`src/rtl/lad_pkg.sv`:
```
package lad_pkg;
  localparam int unsigned DEF_N  = 16;
  localparam int unsigned DEF_AW = 32;

  typedef enum logic [1:0] {
    TR_IDLE   = 2'b00,
    TR_BUSY   = 2'b01,
    TR_NONSEQ = 2'b10,
    TR_SEQ    = 2'b11
  } htrans_e;

  localparam logic RESP_OKAY  = 1'b0;
  localparam logic RESP_ERROR = 1'b1;

  typedef enum logic [1:0] {
    DS_IDLE = 2'b00,
    DS_ERR1 = 2'b01,
    DS_ERR2 = 2'b10
  } dslv_st_e;

  // slaves 0..14 on 16 MiB steps; slave 15 spans 32 MiB overlapping slave 14
  function automatic logic [DEF_N-1:0][DEF_AW-1:0] def_base();
    logic [DEF_N-1:0][DEF_AW-1:0] b;
    for (int i = 0; i < DEF_N - 1; i++) b[i] = DEF_AW'(i) << 24;
    b[DEF_N-1] = 32'h0E00_0000;
    return b;
  endfunction

  function automatic logic [DEF_N-1:0][7:0] def_size();
    logic [DEF_N-1:0][7:0] s;
    for (int i = 0; i < DEF_N - 1; i++) s[i] = 8'd24;
    s[DEF_N-1] = 8'd25;
    return s;
  endfunction
endpackage

```
`src/rtl/lad_region_match.sv`:
```
module lad_region_match #(
  parameter int unsigned ADDR_W = 32,
  parameter int unsigned N_SLV  = 16,
  parameter logic [N_SLV-1:0][ADDR_W-1:0] SLV_BASE = '0,
  parameter logic [N_SLV-1:0][7:0]        SLV_SIZE = '0
) (
  input  logic [ADDR_W-1:0] addr_i,
  output logic [N_SLV-1:0]  match_o
);
  for (genvar g = 0; g < N_SLV; g++) begin : g_rgn
    localparam int unsigned SZ = int'(SLV_SIZE[g]);
    localparam logic [ADDR_W-1:0] MSK =
      (SZ >= ADDR_W) ? '0 : ~((ADDR_W'(1) << SZ) - ADDR_W'(1));
    assign match_o[g] = (addr_i & MSK) == (SLV_BASE[g] & MSK);
  end
endmodule

```
`src/rtl/lad_prio_sel.sv`:
```
module lad_prio_sel #(
  parameter int unsigned N_SLV = 16,
  localparam int unsigned IDX_W = $clog2(N_SLV + 1)
) (
  input  logic [N_SLV-1:0] match_i,
  output logic [N_SLV-1:0] grant_o,
  output logic             none_o,
  output logic [IDX_W-1:0] idx_o
);
  // lowest set bit wins
  assign grant_o = match_i & (~match_i + N_SLV'(1));
  assign none_o  = ~|match_i;

  always_comb begin
    idx_o = IDX_W'(N_SLV);
    for (int i = N_SLV - 1; i >= 0; i--)
      if (match_i[i]) idx_o = IDX_W'(i);
  end
endmodule

```
`src/rtl/lad_default_slave.sv`:
```
module lad_default_slave
  import lad_pkg::*;
(
  input  logic       clk_i,
  input  logic       rst_ni,
  input  logic       sel_i,
  input  logic [1:0] htrans_i,
  input  logic       hready_i,
  output logic       hready_o,
  output logic       hresp_o
);
  dslv_st_e st_q, st_d;
  logic     err_acc;

  // nonseq/seq have htrans[1] set
  assign err_acc = sel_i & hready_i & htrans_i[1];

  always_comb begin
    unique case (st_q)
      DS_ERR1: st_d = DS_ERR2;
      default: st_d = err_acc ? DS_ERR1 : DS_IDLE;
    endcase
  end

  always_ff @(posedge clk_i or negedge rst_ni)
    if (!rst_ni) st_q <= DS_IDLE;
    else         st_q <= st_d;

  assign hready_o = (st_q != DS_ERR1);
  assign hresp_o  = (st_q == DS_IDLE) ? RESP_OKAY : RESP_ERROR;

  AST_WAIT_IS_ERROR: assert property (@(posedge clk_i) disable iff (!rst_ni)
    !hready_o |-> hresp_o == RESP_ERROR);
  AST_ERROR_TWO_CYCLE: assert property (@(posedge clk_i) disable iff (!rst_ni)
    !hready_o |=> hready_o && hresp_o == RESP_ERROR);
  AST_ERR_START: assert property (@(posedge clk_i) disable iff (!rst_ni)
    (sel_i && hready_i && hready_o && htrans_i[1]) |=> !hready_o);
  AST_IDLE_OKAY: assert property (@(posedge clk_i) disable iff (!rst_ni)
    (sel_i && hready_i && hready_o && !htrans_i[1]) |=> hready_o && hresp_o == RESP_OKAY);
endmodule

```
`src/rtl/layer_addr_decoder.sv`:
```
module layer_addr_decoder
  import lad_pkg::*;
#(
  parameter int unsigned ADDR_W = lad_pkg::DEF_AW,
  parameter int unsigned N_SLV  = lad_pkg::DEF_N,
  parameter logic [N_SLV-1:0][ADDR_W-1:0] SLV_BASE = lad_pkg::def_base(),
  parameter logic [N_SLV-1:0][7:0]        SLV_SIZE = lad_pkg::def_size(),
  localparam int unsigned IDX_W = $clog2(N_SLV + 1)
) (
  input  logic              clk_i,
  input  logic              rst_ni,
  input  logic [ADDR_W-1:0] haddr_i,
  input  logic [1:0]        htrans_i,
  input  logic              hready_i,
  output logic [N_SLV-1:0]  hsel_o,
  output logic              hsel_def_o,
  output logic [IDX_W-1:0]  dsel_idx_o,
  output logic              def_hready_o,
  output logic              def_hresp_o
);
  localparam logic [IDX_W-1:0] DEF_IDX = IDX_W'(N_SLV);

  logic [N_SLV-1:0] match;
  logic [IDX_W-1:0] idx_a;
  logic [IDX_W-1:0] dsel_q;

  lad_region_match #(
    .ADDR_W(ADDR_W), .N_SLV(N_SLV), .SLV_BASE(SLV_BASE), .SLV_SIZE(SLV_SIZE)
  ) u_match (
    .addr_i (haddr_i),
    .match_o(match)
  );

  lad_prio_sel #(.N_SLV(N_SLV)) u_prio (
    .match_i(match),
    .grant_o(hsel_o),
    .none_o (hsel_def_o),
    .idx_o  (idx_a)
  );

  always_ff @(posedge clk_i or negedge rst_ni)
    if (!rst_ni)       dsel_q <= DEF_IDX;
    else if (hready_i) dsel_q <= idx_a;

  assign dsel_idx_o = dsel_q;

  lad_default_slave u_def (
    .clk_i   (clk_i),
    .rst_ni  (rst_ni),
    .sel_i   (hsel_def_o),
    .htrans_i(htrans_i),
    .hready_i(hready_i),
    .hready_o(def_hready_o),
    .hresp_o (def_hresp_o)
  );

  AST_SEL_ONEHOT: assert property (@(posedge clk_i) disable iff (!rst_ni)
    $countones({hsel_def_o, hsel_o}) == 1);
  AST_DEF_WHEN_NO_MATCH: assert property (@(posedge clk_i) disable iff (!rst_ni)
    (match == '0) |-> hsel_def_o);
  AST_LOWEST_WINS: assert property (@(posedge clk_i) disable iff (!rst_ni)
    ((hsel_o & match) == hsel_o) && ((hsel_o - N_SLV'(1)) & match) == '0);
  AST_DSEL_HOLD: assert property (@(posedge clk_i) disable iff (!rst_ni)
    !hready_i |=> $stable(dsel_idx_o));
  AST_DSEL_RANGE: assert property (@(posedge clk_i) disable iff (!rst_ni)
    dsel_idx_o <= DEF_IDX);
  AST_REAL_SLV_QUIET: assert property (@(posedge clk_i) disable iff (!rst_ni)
    (hready_i && !hsel_def_o && def_hready_o) |=> def_hready_o && !def_hresp_o);
endmodule

```
`config.mk`:
```
export PLATFORM = sky130hd
export DESIGN_NAME = layer_addr_decoder
export DESIGN_NICKNAME = d
export VERILOG_FILES = /design/src/rtl/lad_pkg.sv /design/src/rtl/lad_region_match.sv /design/src/rtl/lad_prio_sel.sv /design/src/rtl/lad_default_slave.sv /design/src/rtl/layer_addr_decoder.sv
export SDC_FILE = /design/constraint.sdc
export NUM_CORES = 1
export LEC_CHECK = 0
export ABC_AREA = 1
export BUFFER_PORTS_ARGS = -buffer_cell sky130_fd_sc_hd__buf_4
export CAP_MARGIN = 40
export CORE_MARGIN = 4
export CORE_UTILIZATION = 36
export DETAILED_ROUTE_END_ITERATION = 8
export PLACE_DENSITY = 0.76
export SYNTH_ARGS = -nofsm -noshare
export SYNTH_HDL_FRONTEND = slang
export SYNTH_HIERARCHICAL = 1
export SYNTH_SLANG_ARGS = --single-unit
```
`constraint.sdc`:
```
create_clock -name clk_i -period 1.5 [get_ports clk_i]
set_clock_uncertainty 0.05 [all_clocks]
set_input_delay 0.3 -clock clk_i [delete_from_list [all_inputs] [get_ports clk_i]]
set_output_delay 0.3 -clock clk_i [all_outputs]
set_load 0.02 [all_outputs]
```
==> flow_summary_export.csv, run 1 <==
group,metric,value,unit
status,status,"aborted with a tool error",
status,stop_stage,"5_1_grt",
status,tool.error,"[ERROR DPL-0038] Utilization greater than 100%, impossible to legalize",
sta,grt-worst-endpoint,"hsel_o[14]",
synth,syn_inst,146,
floorplan,die_h,55.39,µm
place,dp_cells,233,
floorplan,ios,61,
sta,worstEpCategory,"top-level output",
synth,ys_top_cells_by_area,"nand2_1, dfrtp_1, nor2_1, inv_1, nor2_2",
cts,numCtsBuffers,3,
synth,synth_cell_types,21,
cts,root_buffer,"clkbuf_4",
synth,synth.avg_cell_area,5.536,µm²
cts,htreeDepth,1,
global_route,grt_max_degree,8,
floorplan,start_util,39.58,%
synth,syn_nets,183,
cts,numClockSinks,7,
synth,yosysSeqAreaShare,21.83,%
floorplan,die_w,55.39,µm
synth,synthesis.area,808.3,µm²
synth,ys_warn_count,6,
cts,cts_max_path_buffers,2,
synth,synth_top_area_share,19.50,%
place,pre_cts_ws,-441.7,ps
place,portBuffers,35,
synth,synth-seq-cells,7,
synth,synth_area_leader_cell,"nand2_1",
floorplan,num_rows,16,
place,gp_congestion,0.8345,
place,dp_hpwl,2416,µm
[metrics by stage]
| stage | instance area (µm²) | util [%] |
|---|---|---|
| after global placement | 1476 | 72.30 |
| after detailed placement | 1476 | 72.30 |
| after floorplan | 992.2 | - |
| after CTS | 1844 | 90.32 |
[synth_stat cells, drive strengths merged]
cell type / n
dfstp: 1
nor2: 45
o21ai: 1
inv: 29
nand2: 44
a21oi: 4
nand3: 3
a211oi: 1
or2: 1
nor4: 4
nor3: 6
dfrtp: 6
buf: 1
[repair_timing]
action | CTS
endpoints found under the setup margin | 23
gates resized for setup | 76
pin swaps | 30
endpoints found under the hold margin | 7
setup buffers | 14
hold buffers | 1
[cells by family after synthesis]
kind of cell           Yosys count  synth area share, %
AND/OR/NAND/NOR                103                59.75
buffers and inverters           30                14.40
flip-flops                       7                21.83
AO/OA/AOI/OAI                    6                4.025
==> run 2: changes to the inputs <==
--- a/config.mk
+++ b/config.mk
@@ -8,10 +8,10 @@
 export ABC_AREA = 1
 export BUFFER_PORTS_ARGS = -buffer_cell sky130_fd_sc_hd__buf_4
 export CAP_MARGIN = 40
-export CORE_MARGIN = 4
-export CORE_UTILIZATION = 36
+export CORE_AREA = 4 4 65 67
 export DETAILED_ROUTE_END_ITERATION = 8
-export PLACE_DENSITY = 0.76
+export DIE_AREA = 0 0 69 71
+export PLACE_DENSITY_LB_ADDON = 0.15
 export SYNTH_ARGS = -nofsm -noshare
 export SYNTH_HDL_FRONTEND = slang
 export SYNTH_HIERARCHICAL = 1
==> constraint.sdc (replaced) <==
create_clock -name clk_i -period 2 [get_ports clk_i]
set_clock_uncertainty 0.05 [all_clocks]
set_input_delay 0.4 -clock clk_i [delete_from_list [all_inputs] [get_ports clk_i]]
set_output_delay 0.4 -clock clk_i [all_outputs]
set_load 0.02 [all_outputs]
==> run 2 against run 1 <==
Against the previous run: the flow now finishes, with violations (negative setup slack); synthesized cell count did not move; synthesized area did not move.
==> flow_summary_export.csv, run 2 <==
group,metric,value,unit
synth,synthesis.area,808.3,µm²
hold_path,hp-class,"input pin to flip-flop",
synth,synth_flop_cell,"dfrtp_1",
cts,htreeDepth,1,
critical_path,cp-start-kind,"input pin",
global_route,grt_max_degree,8,
synth,post-synth-top-count-cell,"nand2_1",
sta,holdWs,373.0,ps
sta,fmax,0.4815,GHz
finish,syn_to_final_growth,105.4,%
finish,final_nets,258,
finish,final_util,45.70,%
cts,path_clk_slew,40,ps
place,place_area,1339,µm²
critical_path,crit_type,"input pin to output pin",
routing,wl_per_cell,9.821,µm
routing,via_per_inst,4.104,
floorplan,num_rows,22,
sta,drv_slew,0,
synth,ys_warn_count,6,
sta,rsz0062_at_grt,"true",
synth,ys_top_cells_by_area,"nand2_1, dfrtp_1, nor2_1, inv_1, nor2_2",
finish,top_register,"dsel_idx_o",
run,maxCapViolCount,0,
cts,numClockSinks,7,
place,gp_congestion,0.8284,
sta,worst_slack,-76.98,ps
routing,ant_nets,0,
sta,fin_crit,2077,ps
cts,root_buffer,"clkbuf_8",
power,cellPowerDensity,291.6,nW/µm²
power,power_leakage,0.9051,nW
sta,max_slew.worst_pin.slew,249.7,ps
global_route,grt_util_all_layers,10.84,%
synth,synth.avg_cell_area,5.536,µm²
floorplan,ios,61,
finish,n_antenna_cell,0,
status,status,"finished, violations left",
critical_path,crit_fanout,7,
floorplan,start_util,22.25,%
sta,fin_setup_tns,-784.0,ps
routing,drt_first_iter_violations,18,
synth,synthArstFlopShare,100.0,%
finish,design_area,1660,µm²
sta,setup_viol,14,
floorplan,die_h,71,µm
synth,synth_area_leader_cell,"nand2_1",
cts,cts_max_path_buffers,2,
cts,clk_latency,230,ps
cts,cts_tree,"done",
finish,layout_commonest_cell,"buf_4",
finish,largest_reg_flops,5,
global_route,grt_first_pass_wirelength,4498,µm
finish,layout-drive-gt1-share,58.18,%
place,portBuffers,35,
finish,layout_common_cells,"buf_4, nand2_1, nor2_1",
synth,synth-seq-cells,7,
power,vdd_drop_max,0.1251,mV
status,violations,"negative setup slack",
critical_path,required,1550,ps
finish,n_fill_cell,411,
place,dp_cells,254,
floorplan,die_area,4899,µm²
global_route,grt-ovfl-total,0,
synth,yosysSeqAreaShare,21.83,%
routing,drtPass1Iterations,4,
sta,max_slew_margin,83.31,%
sta,finalHoldViolations,0,
routing,drc_errors,0,
routing,vias,1100,
place,dp_hpwl,2149,µm
critical_path,worst_setup_path_end_kind,"output pin",
synth,syn_nets,183,
floorplan,coreArea,3633,µm²
synth,synth_top_area_share,19.50,%
synth,syn_inst,146,
critical_path,arrival,1630,ps
cts,numCtsBuffers,3,
synth,synth_cell_types,21,
finish,instances_no_fill,268,
synth,synth_common_cells,"nand2_1, nor2_1, inv_1, dfrtp_1, nor2_2",
floorplan,die_w,69,µm
synth,synth-edff-count,0,
routing,wl,2632,µm
finish,reg.largest.list,"dsel_idx_o (5), u_def/st_q (2)",
global_route,grt_pass1_vias,1115,
global_route,antenna_found_initial,0,
sta,fin_crit_sh,103.8,%
[run 2: cell counts after synthesis]
No cell type changed its count.
[run 2: report_power, final]
part           total [mW]  internal, mW  switching [mW]
logic               0.131        0.0585          0.0724
clock network       0.198         0.138          0.0606
registers           0.155         0.151         0.00393
[run 2: cells by family (layout without fill, tap and decap cells)]
logic type	Yosys count	in the layout	share of synthesized area, %
simple gates	103	103	59.75
compound gates	6	6	4.025
buf+inv	30	104	14.40
flops	7	7	21.83
[run 2: through the flow]
stage	power (mW)	setup WS, ps
3_3_place_gp	0.2601	-140.7
4_1_cts	0.4823	-44.20
2_1_floorplan	0.2078	-174.7
5_1_grt	0.5088	-177.9
6_report	0.4842	-76.98
3_5_place_dp	0.2630	-181.8
[run 2: critical path: stages]
cell     delay (ps)
buf_4           120
nor2_4          230
nand2_2         140
nor2_1          190
nor2_2           70
nand2_2          90
nor2_4           50
inv_4           110
nor2_1           60
buf_4           150
[run 2: routing by layer]
metal  vias up  wire, µm  track usage, %
met3         4       120           1.420
met2        27      1389           20.66
li1        584         -               -
met5         -         0               0
met1       485      1070           11.70
met4         0        51           5.206
[run 2: worst paths after layout]
kind | cells past startpoint | end | slack, ps | start
min reg2reg | 1 | u_def/st_q[1] | 400 | u_def/st_q[1]
max | 10 | hsel_o[8] | -80 | haddr_i[31]
min | 3 | dsel_idx_o[4] | 370 | hready_i
max in group asynchronous | 2 | dsel_idx_o[4] | 1220 | rst_ni
min in group asynchronous | 2 | u_def/st_q[1] | 480 | rst_ni
max reg2reg | 2 | u_def/st_q[0] | 1240 | u_def/st_q[1]
[run 2: cell type report]
class	instances	area, µm²	area share [%]
multi-input cells	109	705.7	42.50
clock buffers	4	45.04	2.713
well taps	48	60.06	3.617
repair buffers	71	561.8	33.84
inverters	29	111.4	6.707
flip-flops and latches	7	176.4	10.63
[run 2: what timing repair did]
item | in CTS | in global routing
endpoints found under the setup margin | 13 | 17
endpoints found under the hold margin | 6 | 0
cloned | 0 | 0
resized for setup | 34 | 25
buffers inserted | 6 | 3
pin swaps | 12 | 5
hold buffers | 1 | 0
(Power assumes the default switching activity.)
